`src/rtl/pfgen_pkg.sv`:
```
package pfgen_pkg;
  typedef enum logic {ST_IDLE = 1'b0, ST_ISSUE = 1'b1} gen_state_e;
endpackage

```
`src/rtl/pfgen_plan.sv`:
```
module pfgen_plan #(
  parameter int BW     = 4,
  parameter int SIZE_W = 16,
  parameter int COL_W  = 2
) (
  input  logic              init_mode,
  input  logic [SIZE_W-1:0] ptr_line,
  input  logic [COL_W-1:0]  ptr_col,
  input  logic [SIZE_W-1:0] total,
  input  logic [SIZE_W-1:0] active,
  input  logic [SIZE_W-1:0] prefetch,
  output logic [SIZE_W-1:0] first_idx,
  output logic [SIZE_W-1:0] n_lines,
  output logic [COL_W-1:0]  skip_cols,
  output logic [COL_W-1:0]  keep_cols,
  output logic              part_last,
  output logic [SIZE_W-1:0] nxt_line,
  output logic [COL_W-1:0]  nxt_col
);
  localparam int WW = SIZE_W + COL_W + 2;

  logic [WW-1:0] act_w, tot_w, ceil_act, ceil_pf, n_req, prod;
  logic [WW-1:0] st_w, end_w, over, wrap_n, issue_w, nxt_w;

  always_comb begin
    act_w    = WW'(active);
    tot_w    = WW'(total);
    ceil_act = (act_w + WW'(BW - 1)) / WW'(BW);
    ceil_pf  = (WW'(prefetch) + WW'(BW - 1)) / WW'(BW);
    if (init_mode) n_req = (ceil_act > tot_w) ? tot_w : ceil_act;
    else           n_req = ceil_pf;
    st_w    = init_mode ? '0 : WW'(ptr_line);
    prod    = n_req * WW'(BW);
    end_w   = st_w + n_req;
    over    = '0;
    wrap_n  = '0;
    issue_w = n_req;
    if (end_w > tot_w) begin
      over    = end_w - tot_w;
      wrap_n  = (over > st_w) ? st_w : over;
      issue_w = (tot_w - st_w) + wrap_n;
    end
    if (tot_w == '0)   nxt_w = '0;
    else if (prod > act_w) nxt_w = n_req % tot_w;
    else               nxt_w = (n_req + WW'(1)) % tot_w;
  end

  assign part_last = prod > act_w;
  assign keep_cols = COL_W'(act_w % WW'(BW));
  assign skip_cols = init_mode ? '0 : ptr_col;
  assign first_idx = SIZE_W'(st_w);
  assign n_lines   = SIZE_W'(issue_w);
  assign nxt_line  = SIZE_W'(nxt_w);
  assign nxt_col   = part_last ? keep_cols : '0;
endmodule

```
`src/rtl/pfgen_mask.sv`:
```
module pfgen_mask #(
  parameter int BW     = 4,
  parameter int ADDR_W = 16,
  parameter int COL_W  = 2
) (
  input  logic [BW*ADDR_W-1:0] line_in,
  input  logic                 is_first,
  input  logic                 is_last,
  input  logic                 part_last,
  input  logic [COL_W-1:0]     skip_cols,
  input  logic [COL_W-1:0]     keep_cols,
  output logic [BW*ADDR_W-1:0] line_out,
  output logic [BW-1:0]        slot_vld
);
  for (genvar j = 0; j < BW; j++) begin : g_slot
    localparam logic [COL_W-1:0] JC = COL_W'(j);
    logic [ADDR_W-1:0] word;
    logic              early, late, sent;
    assign word  = line_in[j*ADDR_W +: ADDR_W];
    assign early = is_first && (JC < skip_cols);
    assign late  = is_last && part_last && (JC >= keep_cols);
    assign sent  = (word == '1);
    assign slot_vld[j] = !(early || late || sent);
    assign line_out[j*ADDR_W +: ADDR_W] = slot_vld[j] ? word : '1;
  end
endmodule

```
`src/rtl/prefetch_line_gen.sv`:
```
module prefetch_line_gen
  import pfgen_pkg::*;
#(
  parameter int BW     = 4,
  parameter int ADDR_W = 16,
  parameter int SIZE_W = 16,
  parameter int CYC_W  = 32,
  localparam int COL_W = (BW > 1) ? $clog2(BW) : 1
) (
  input  logic                 clk,
  input  logic                 rst_n,
  input  logic                 start,
  input  logic                 start_init,
  input  logic [SIZE_W-1:0]    cfg_total_lines,
  input  logic [SIZE_W-1:0]    cfg_active_words,
  input  logic [SIZE_W-1:0]    cfg_prefetch_words,
  input  logic [CYC_W-1:0]     last_done_cycle,
  output logic [SIZE_W-1:0]    store_idx,
  input  logic [BW*ADDR_W-1:0] store_line,
  output logic                 req_valid,
  input  logic                 req_ready,
  output logic [BW*ADDR_W-1:0] req_addr,
  output logic [BW-1:0]        req_mask,
  output logic [CYC_W-1:0]     req_cycle,
  output logic                 done,
  output logic [SIZE_W-1:0]    ptr_line,
  output logic [COL_W-1:0]     ptr_col
);
  gen_state_e        state_q;
  logic [SIZE_W-1:0] k_q, nl_q, st_q, total_q, nxl_q;
  logic [COL_W-1:0]  sk_q, kp_q, nxc_q;
  logic              part_q, done_q;
  logic [CYC_W-1:0]  base_q;
  logic [SIZE_W-1:0] ptr_line_q;
  logic [COL_W-1:0]  ptr_col_q;

  logic [SIZE_W-1:0] p_first, p_lines, p_nxl;
  logic [COL_W-1:0]  p_skip, p_keep, p_nxc;
  logic              p_part;

  pfgen_plan #(.BW(BW), .SIZE_W(SIZE_W), .COL_W(COL_W)) u_plan (
    .init_mode (start_init),
    .ptr_line  (ptr_line_q),
    .ptr_col   (ptr_col_q),
    .total     (cfg_total_lines),
    .active    (cfg_active_words),
    .prefetch  (cfg_prefetch_words),
    .first_idx (p_first),
    .n_lines   (p_lines),
    .skip_cols (p_skip),
    .keep_cols (p_keep),
    .part_last (p_part),
    .nxt_line  (p_nxl),
    .nxt_col   (p_nxc)
  );

  logic [SIZE_W:0] idx_sum;
  logic            is_first, is_last;

  assign idx_sum   = {1'b0, st_q} + {1'b0, k_q};
  assign store_idx = (idx_sum >= {1'b0, total_q}) ? SIZE_W'(idx_sum - {1'b0, total_q})
                                                  : SIZE_W'(idx_sum);
  assign is_first  = (k_q == '0);
  assign is_last   = (k_q == nl_q - SIZE_W'(1));
  assign req_valid = (state_q == ST_ISSUE);
  assign req_cycle = base_q + CYC_W'(k_q) + CYC_W'(1);
  assign done      = done_q;
  assign ptr_line  = ptr_line_q;
  assign ptr_col   = ptr_col_q;

  pfgen_mask #(.BW(BW), .ADDR_W(ADDR_W), .COL_W(COL_W)) u_mask (
    .line_in   (store_line),
    .is_first  (is_first),
    .is_last   (is_last),
    .part_last (part_q),
    .skip_cols (sk_q),
    .keep_cols (kp_q),
    .line_out  (req_addr),
    .slot_vld  (req_mask)
  );

  always_ff @(posedge clk) begin
    if (!rst_n) begin
      state_q    <= ST_IDLE;
      k_q        <= '0;
      nl_q       <= '0;
      st_q       <= '0;
      total_q    <= '0;
      nxl_q      <= '0;
      sk_q       <= '0;
      kp_q       <= '0;
      nxc_q      <= '0;
      part_q     <= 1'b0;
      base_q     <= '0;
      done_q     <= 1'b0;
      ptr_line_q <= '0;
      ptr_col_q  <= '0;
    end else begin
      done_q <= 1'b0;
      case (state_q)
        ST_IDLE: begin
          if (start) begin
            k_q     <= '0;
            nl_q    <= p_lines;
            st_q    <= p_first;
            total_q <= cfg_total_lines;
            sk_q    <= p_skip;
            kp_q    <= p_keep;
            part_q  <= p_part;
            nxl_q   <= p_nxl;
            nxc_q   <= p_nxc;
            base_q  <= last_done_cycle;
            if (p_lines == '0) done_q  <= 1'b1;
            else               state_q <= ST_ISSUE;
          end
        end
        ST_ISSUE: begin
          if (req_ready) begin
            if (is_last) begin
              state_q    <= ST_IDLE;
              ptr_line_q <= nxl_q;
              ptr_col_q  <= nxc_q;
              done_q     <= 1'b1;
            end else begin
              k_q <= k_q + SIZE_W'(1);
            end
          end
        end
        default: state_q <= ST_IDLE;
      endcase
    end
  end

  p_hold_r9: assert property (@(posedge clk) disable iff (!rst_n)
    (req_valid && !req_ready) |=> (req_valid && $stable(store_idx) && $stable(req_cycle)
                                   && $stable(req_mask) && $stable(req_addr)));

  p_cycle_step_r7: assert property (@(posedge clk) disable iff (!rst_n)
    (req_valid && req_ready && !is_last) |=> (req_cycle == $past(req_cycle) + CYC_W'(1)));

  p_idx_range_r3: assert property (@(posedge clk) disable iff (!rst_n)
    req_valid |-> (store_idx < total_q));

  p_first_mask_r4: assert property (@(posedge clk) disable iff (!rst_n)
    (req_valid && is_first && (sk_q != '0)) |-> !req_mask[0]);

  p_done_idle_r10: assert property (@(posedge clk) disable iff (!rst_n)
    done |-> !req_valid);

  p_ptr_only_at_done_r8: assert property (@(posedge clk) disable iff (!rst_n)
    !done |=> (done || ($stable(ptr_line) && $stable(ptr_col))));
endmodule

```
`config.mk`:
```
export PLATFORM = sky130hd
export DESIGN_NAME = prefetch_line_gen
export DESIGN_NICKNAME = d
export VERILOG_FILES = /design/src/rtl/pfgen_pkg.sv /design/src/rtl/pfgen_plan.sv /design/src/rtl/pfgen_mask.sv /design/src/rtl/prefetch_line_gen.sv
export SDC_FILE = /design/constraint.sdc
export NUM_CORES = 1
export LEC_CHECK = 0
export CORE_ASPECT_RATIO = 0.8
export CORE_MARGIN = 2
export CORE_UTILIZATION = 55
export DETAILED_ROUTE_END_ITERATION = 8
export GPL_TIMING_DRIVEN = 0
export MAX_ROUTING_LAYER = met4
export PLACE_DENSITY = 0.78
export SYNTH_ARGS = -nofsm -noshare
export SYNTH_HDL_FRONTEND = slang
export SYNTH_HIERARCHICAL = 1
export SYNTH_SLANG_ARGS = --single-unit
```
`constraint.sdc`:
```
create_clock -name clk -period 84.2 [get_ports clk]
set_input_delay 12.63 -clock clk [delete_from_list [all_inputs] [get_ports clk]]
set_output_delay 12.63 -clock clk [all_outputs]
set_load 0.01 [all_outputs]
```
==> results_dict.tcl, run 1 <==
set metrics [dict create \
    final_common_cell "nand2_1" \
    first_pass_iters 7 \
    num_antenna_cells 0 \
    max_freq_mhz 16.2 \
    post_cts_resize_count 0 \
    drt_iter0_markers 3139 \
    drv_slew 0 \
    cts_buffers 17 \
    drt_drc_violations_left 0 \
    final_nets 4380 \
    rows 71 \
    synth_top_area_share_pct 16.6 \
    status "complete, no violations" \
    power.density_nw_per_um2 13.1 \
    synth_top_area_cell "ha_1" \
    combPwrFrac_pct 62.9 \
    die-area_um2 49300 \
    cp-start-kind "input pin" \
    drive_above_1_share_pct 6.84 \
    cts-root-buf "clkbuf_16" \
    wirelength_mm 91.0 \
    synth_top_family_by_area "compound AO/OA/AOI/OAI gates" \
    antenna_found_initial 1 \
    p_sw_uw 178 \
    synth-xor-area-share_pct 8.14 \
    arrival_ns 61.94 \
    grt.total_usage_pct 37.1 \
    final_cell_mix "nand2_1, ha_1, clkdlybuf4s50_1" \
    synthSimpleGateAreaFrac_pct 26.0 \
    die_width_um 248 \
    clk_path_buf_depth 2 \
    initial_utilization_pct 55.6 \
    crit_path_frequent_cell "a21oi_1" \
    post_drt_wl_per_cell_um 20.2 \
    rsz0062_at_grt "no" \
    ant_nets 0 \
    grt_pass1_vias 25400 \
    yosys_warnings 6 \
    p_sw_share_pct 44.8 \
    power_frac_clock_pct 18.3 \
    synthArstFlopShare_pct 0 \
    fin_worst_skew_ns 0.0124 \
    vias 28200 \
    ys.flop_type "dfxtp_1" \
    clk_pin_slew_ns 0.07 \
    clock_sinks 139 \
    grt_pass1_wl_mm 140 \
    syn2layout_area_growth_pct 16.1 \
    place_congestion 1.03 \
    synthTopCellsByArea "ha_1, dfxtp_1, nand2_1" \
    finalInstanceArea_um2 30300 \
    worstPathRequired_ns 84.56 \
    synth_seq_area_share_pct 10.6 \
    ir_worst_vdd_mv 0.0127 \
    syn_inst 3556 \
    min_period_ns 61.58 \
    nFillCells 4228 \
    hold_class "reg -> reg" \
    p_leak_uw 0.0129 \
    die_y_um 199 \
    tightest_slew_ns 1.43 \
    maxCapViolCount 0 \
    hpwlAfterDp_mm 72.9 \
    syn_area_per_cell_um2 7.35 \
    critical_path.max_fanout 10 \
    fin_setup_tns_ns 0 \
    cts_max_level 4 \
    synth_edf_count 0 \
    netlist_area_um2 26100 \
    grt_max_degree 25 \
    setup_viol 0 \
    io_pins 285 \
    synth_compound_area_share_pct 26.9 \
    numPortBuffers 283 \
    intPower_uw 220 \
    ys_ff_latch 139 \
    core_um2 47000 \
    cpMaxStageDelayCell "mux2i_1" \
    end_kind "flop" \
    seq_power_share_pct 18.7 \
    via_per_inst 6.28 \
    grt_remaining_overflow 0 \
    fin_crit_sh_pct 73.1 \
    ctsHoldBuffers 0 \
    worst-setup-path-type "in -> reg" \
    cts_tree "yes" \
    max-slew-margin-rel_pct 3.75 \
    final-hold-violation-count 0 \
    clk_latency_ns 0.44 \
    postCtsSetupBuffers 0 \
    dpl_cell_area_um2 29800 \
    slowest_delay_ns 0.83 \
    ys_types 125 \
    synthMuxAreaShare_pct 5.01 \
    synthAdderAreaFrac_pct 18.2 \
]
==> worst max-delay path, delay by kind of cell <==
kind,cells,cell delay (ns)
multiplexers,4,1.52
XOR/XNOR,1,0.23
AND/OR/NAND/NOR,34,7.07
AO/OA/AOI/OAI,104,26.63
adder cells (fa/ha/maj),17,5.74
buffers and inverters,26,7.99
==> final cells by class <==
cell class	instances	area, um2	share of cell area [%]
clock inverters	14	124	0.408
well taps	620	776	2.56
repair buffers	284	2840	9.36
multi-input cells	3095	22000	72.6
inverters	217	815	2.68
clock buffers	18	439	1.45
plain buffers	110	538	1.77
flip-flops and latches	139	2780	9.17
==> power groups by stage <==
stage / Clock, uW / Sequential, uW / Combinational, uW
after floorplan: 0 / 74.7 / 182
after global placement: 0 / 75.6 / 240
after detailed placement: 0 / 75.8 / 243
after CTS: 73.1 / 74.4 / 244
after global routing: 76.2 / 75.2 / 275
final: 73.0 / 74.6 / 250
==> metal layers <==
metal | part of all wire (%) | track usage [%]
met2 | 41 | 53.4
met3 | 11 | 7.53
met1 | 44 | 51.8
met4 | 3.1 | 11.1
met5 | 0 | -
==> Yosys cell counts (33+ instances only) <==
| cell | count |
|---|---|
| nand2_1 | 410 |
| ha_1 | 346 |
| nor2_1 | 279 |
| a21oi_1 | 239 |
| inv_1 | 214 |
| o21ai_0 | 178 |
| xnor2_1 | 166 |
| dfxtp_1 | 139 |
| a21boi_0 | 126 |
| nor3_1 | 95 |
| clkbuf_1 | 80 |
| xor2_1 | 77 |
| nand3_1 | 76 |
| nor2b_1 | 74 |
| a21o_1 | 70 |
| o21a_1 | 69 |
| mux2_2 | 66 |
| nand4_1 | 64 |
| mux2i_1 | 55 |
| nand2b_1 | 52 |
| or2_2 | 51 |
| or3_1 | 42 |
| nor4_1 | 41 |
| a211oi_1 | 38 |
| a31oi_1 | 33 |
==> cells by family after synthesis <==
family,count (synthesis)
xor+xnor,243
simple gates,1346
other cells,1
fa+ha+maj,367
compound gates,1011
buf+inv,327
flops,139
mux,122
==> final timing paths <==
check / cells after the start / from / to / slack, ns
setup reg to reg: 52 / ptr_line[0]$_SDFFE_PN0P_ / done$_SDFF_PN0_ / 71.47
hold / removal: 2 / total_q[4]$_SDFFE_PN0P_ / total_q[4]$_SDFFE_PN0P_ / 0.47
hold reg to reg: 2 / total_q[4]$_SDFFE_PN0P_ / total_q[4]$_SDFFE_PN0P_ / 0.47
setup / recovery: 186 / cfg_active_words[1] / nxl_q[12]$_SDFFE_PN0P_ / 22.62
==> stage by stage <==
stage	cells	setup slack, ns	hold WS, ns	total power, uW	util, %
5_1_grt	4497	19.18	0.484	426	64.6
4_1_cts	4497	24.07	0.467	392	64.6
3_5_place_dp	4465	23.92	0.458	318	63.4
3_3_place_gp	4464	24.25	0.451	315	63.3
6_report	4497	22.62	0.466	398	64.6
2_1_floorplan	3561	34.16	0.443	257	-
==> state kept, by name (all words and copies together), names as in the netlist <==
signal / flops
done: 1
nxc_q: 2
kp_q: 2
part_q: 1
nl_q: 16
nxl_q: 16
k_q: 16
req_valid: 1
st_q: 16
total_q: 16
ptr_col: 2
base_q: 32
sk_q: 2
ptr_line: 16
Note: power is estimated with default switching activity, not from simulation.
==> inputs of run 2 (changes only) <==
Clock period 84.2 ns to 57.5 ns, I/O delays scaled along.
==> run 2 against run 1 <==
Against the previous run: wire length is 0.17% higher; sequential cell count stayed put; largest cell class unchanged; design area is 0.34% higher; critical path type unchanged.
==> results_dict.tcl, run 2 (same netlist as run 1, synthesis figures left out) <==
set metrics [dict create \
    r2r_setup_slack_ns 44.75 \
    antenna_found_initial 1 \
    tightest_slew_ns 1.39 \
    syn2layout_area_growth_pct 16.5 \
    core_um2 47000 \
    first_pass_iters 6 \
    holdPathStages 2 \
    drt_iter0_markers 3221 \
    power_frac_clock_pct 18.3 \
    largest_register_ff_count 32 \
    critical_path.max_fanout 10 \
    end_kind "flop" \
    post_drt_wl_per_cell_um 20.3 \
    vias 28200 \
    drt_drc_violations_left 0 \
    worst-setup-path-type "in -> reg" \
    critPathLaunch "cfg_active_words[0]" \
    die-area_um2 49300 \
    path_buf_inv 25 \
    cpMaxStageDelayCell "clkdlybuf4s50_1" \
    maxCapViolCount 0 \
    max_freq_mhz 18.4 \
    setup_viol 0 \
    cts_max_level 4 \
    final-hold-violation-count 0 \
    reg2reg_depth 52 \
    combPwrFrac_pct 63.0 \
    place_congestion 1.03 \
    hpwlAfterDp_mm 72.9 \
    critical_path.top_delay_family "compound AO/OA/AOI/OAI gates" \
    drv_slew 0 \
    ctsHoldBuffers 0 \
    fin_setup_tns_ns 0 \
    p_sw_uw 261 \
    rows 71 \
    p_leak_uw 0.0129 \
    clk_pin_slew_ns 0.07 \
    rr_endpoint "done$_SDFF_PN0_" \
    postCtsSetupBuffers 0 \
    post_cts_resize_count 0 \
    grt.total_usage_pct 37.1 \
    clk_path_buf_depth 2 \
    p_total_uw 584 \
    status "complete, no violations" \
    die_width_um 248 \
    via_per_inst 6.28 \
    arrival_ns 54.82 \
    final_common_cell "nand2_1" \
    max-slew-margin-rel_pct 6.36 \
    slowest_delay_ns 0.79 \
    rsz0062_at_grt "no" \
    min_period_ns 54.46 \
    min_from "nxl_q[3]$_SDFFE_PN0P_" \
    intPower_uw 322 \
    wirelength_mm 91.1 \
    cp-start-kind "input pin" \
    fin_worst_skew_ns 0.0123 \
    regMostFlops "base_q" \
    nFillCells 4221 \
    whs_endpoint "nxl_q[3]$_SDFFE_PN0P_" \
    timing.rr.start "ptr_line[0]$_SDFFE_PN0P_" \
    ir_worst_vdd_mv 0.0186 \
    numPortBuffers 283 \
    grt_remaining_overflow 0 \
    cts_tree "yes" \
    seq_power_share_pct 18.7 \
    fin_crit_sh_pct 94.7 \
    initial_utilization_pct 55.6 \
    grt_pass1_vias 25400 \
    ant_nets 0 \
    p_sw_share_pct 44.8 \
    die_y_um 199 \
    clock_sinks 139 \
    crit_path_frequent_cell "a21oi_1" \
    drive_above_1_share_pct 7.43 \
    cts_buffers 17 \
    hold_class "reg -> reg" \
    cts-root-buf "clkbuf_16" \
    grt_max_degree 25 \
    power.density_nw_per_um2 19.2 \
    worstPathRequired_ns 57.86 \
    io_pins 285 \
    clk_latency_ns 0.44 \
    grt_pass1_wl_mm 140 \
    final_nets 4380 \
    final_cell_mix "nand2_1, ha_1, clkdlybuf4s50_1" \
]
run 2: layout make-up:
class | count | area, um2 | area share (%)
clock inverters | 14 | 124 | 0.407
well taps | 620 | 776 | 2.55
plain buffers | 110 | 549 | 1.80
repair buffers | 284 | 2840 | 9.33
flip-flops and latches | 139 | 2780 | 9.14
clock buffers | 18 | 439 | 1.44
inverters | 217 | 815 | 2.68
multi-input cells | 3095 | 22100 | 72.6
diodes | 1 | 2.50 | 0.00822
run 2: power by group through the flow:
stage          Clock, uW  Sequential [uW]  Combinational [uW]
2_1_floorplan          0              109                 267
3_3_place_gp           0              111                 351
3_5_place_dp           0              111                 355
4_1_cts              107              109                 358
5_1_grt              112              110                 403
6_report             107              109                 368
run 2: worst reg2reg max path, delay by kind of cell, from the launching register on:
family | cells | cell delay (ns)
DFF | 1 | 0.50
xor gates and xnor gates | 3 | 0.40
muxes | 2 | 1.19
buffers and inverters | 2 | 0.57
AOI/OAI and AO/OA | 26 | 5.14
and+or+nand+nor | 13 | 2.66
adders and majority gates | 6 | 2.23
run 2: worst max path at each step:
stage | to | slack (ns) | cells past startpoint
final | nxl_q[12]$_SDFFE_PN0P_ | 3.04 | 185
after global routing | nxl_q[2]$_SDFFE_PN0P_ | 0.05 | 183
after CTS | nxl_q[12]$_SDFFE_PN0P_ | 1.38 | 185
after detailed placement | nxl_q[12]$_SDFFE_PN0P_ | 1.23 | 185
after global placement | nxl_q[12]$_SDFFE_PN0P_ | 1.55 | 185
after floorplan | nxl_q[12]$_SDFFE_PN0P_ | 11.47 | 181
run 2: per-layer routing:
layer / global-route usage (%) / wire length, um
met5: - / 0
met4: 11.1 / 2890
met3: 7.53 / 10600
met2: 53.4 / 37600
met1: 51.8 / 40100
run 2: through the flow:
step                instances  util (%)  setup WS, ns  instance area [um2]  hold WS, ns
floorplan                3561         -         11.47                26200        0.443
global placement         4464      63.3          1.55                29800        0.451
detailed placement       4465      63.4          1.23                29800        0.458
CTS                      4497      64.6          1.38                30300        0.467
global route             4497      64.8        0.0530                30400        0.484
finish                   4498      64.8          3.04                30400        0.466
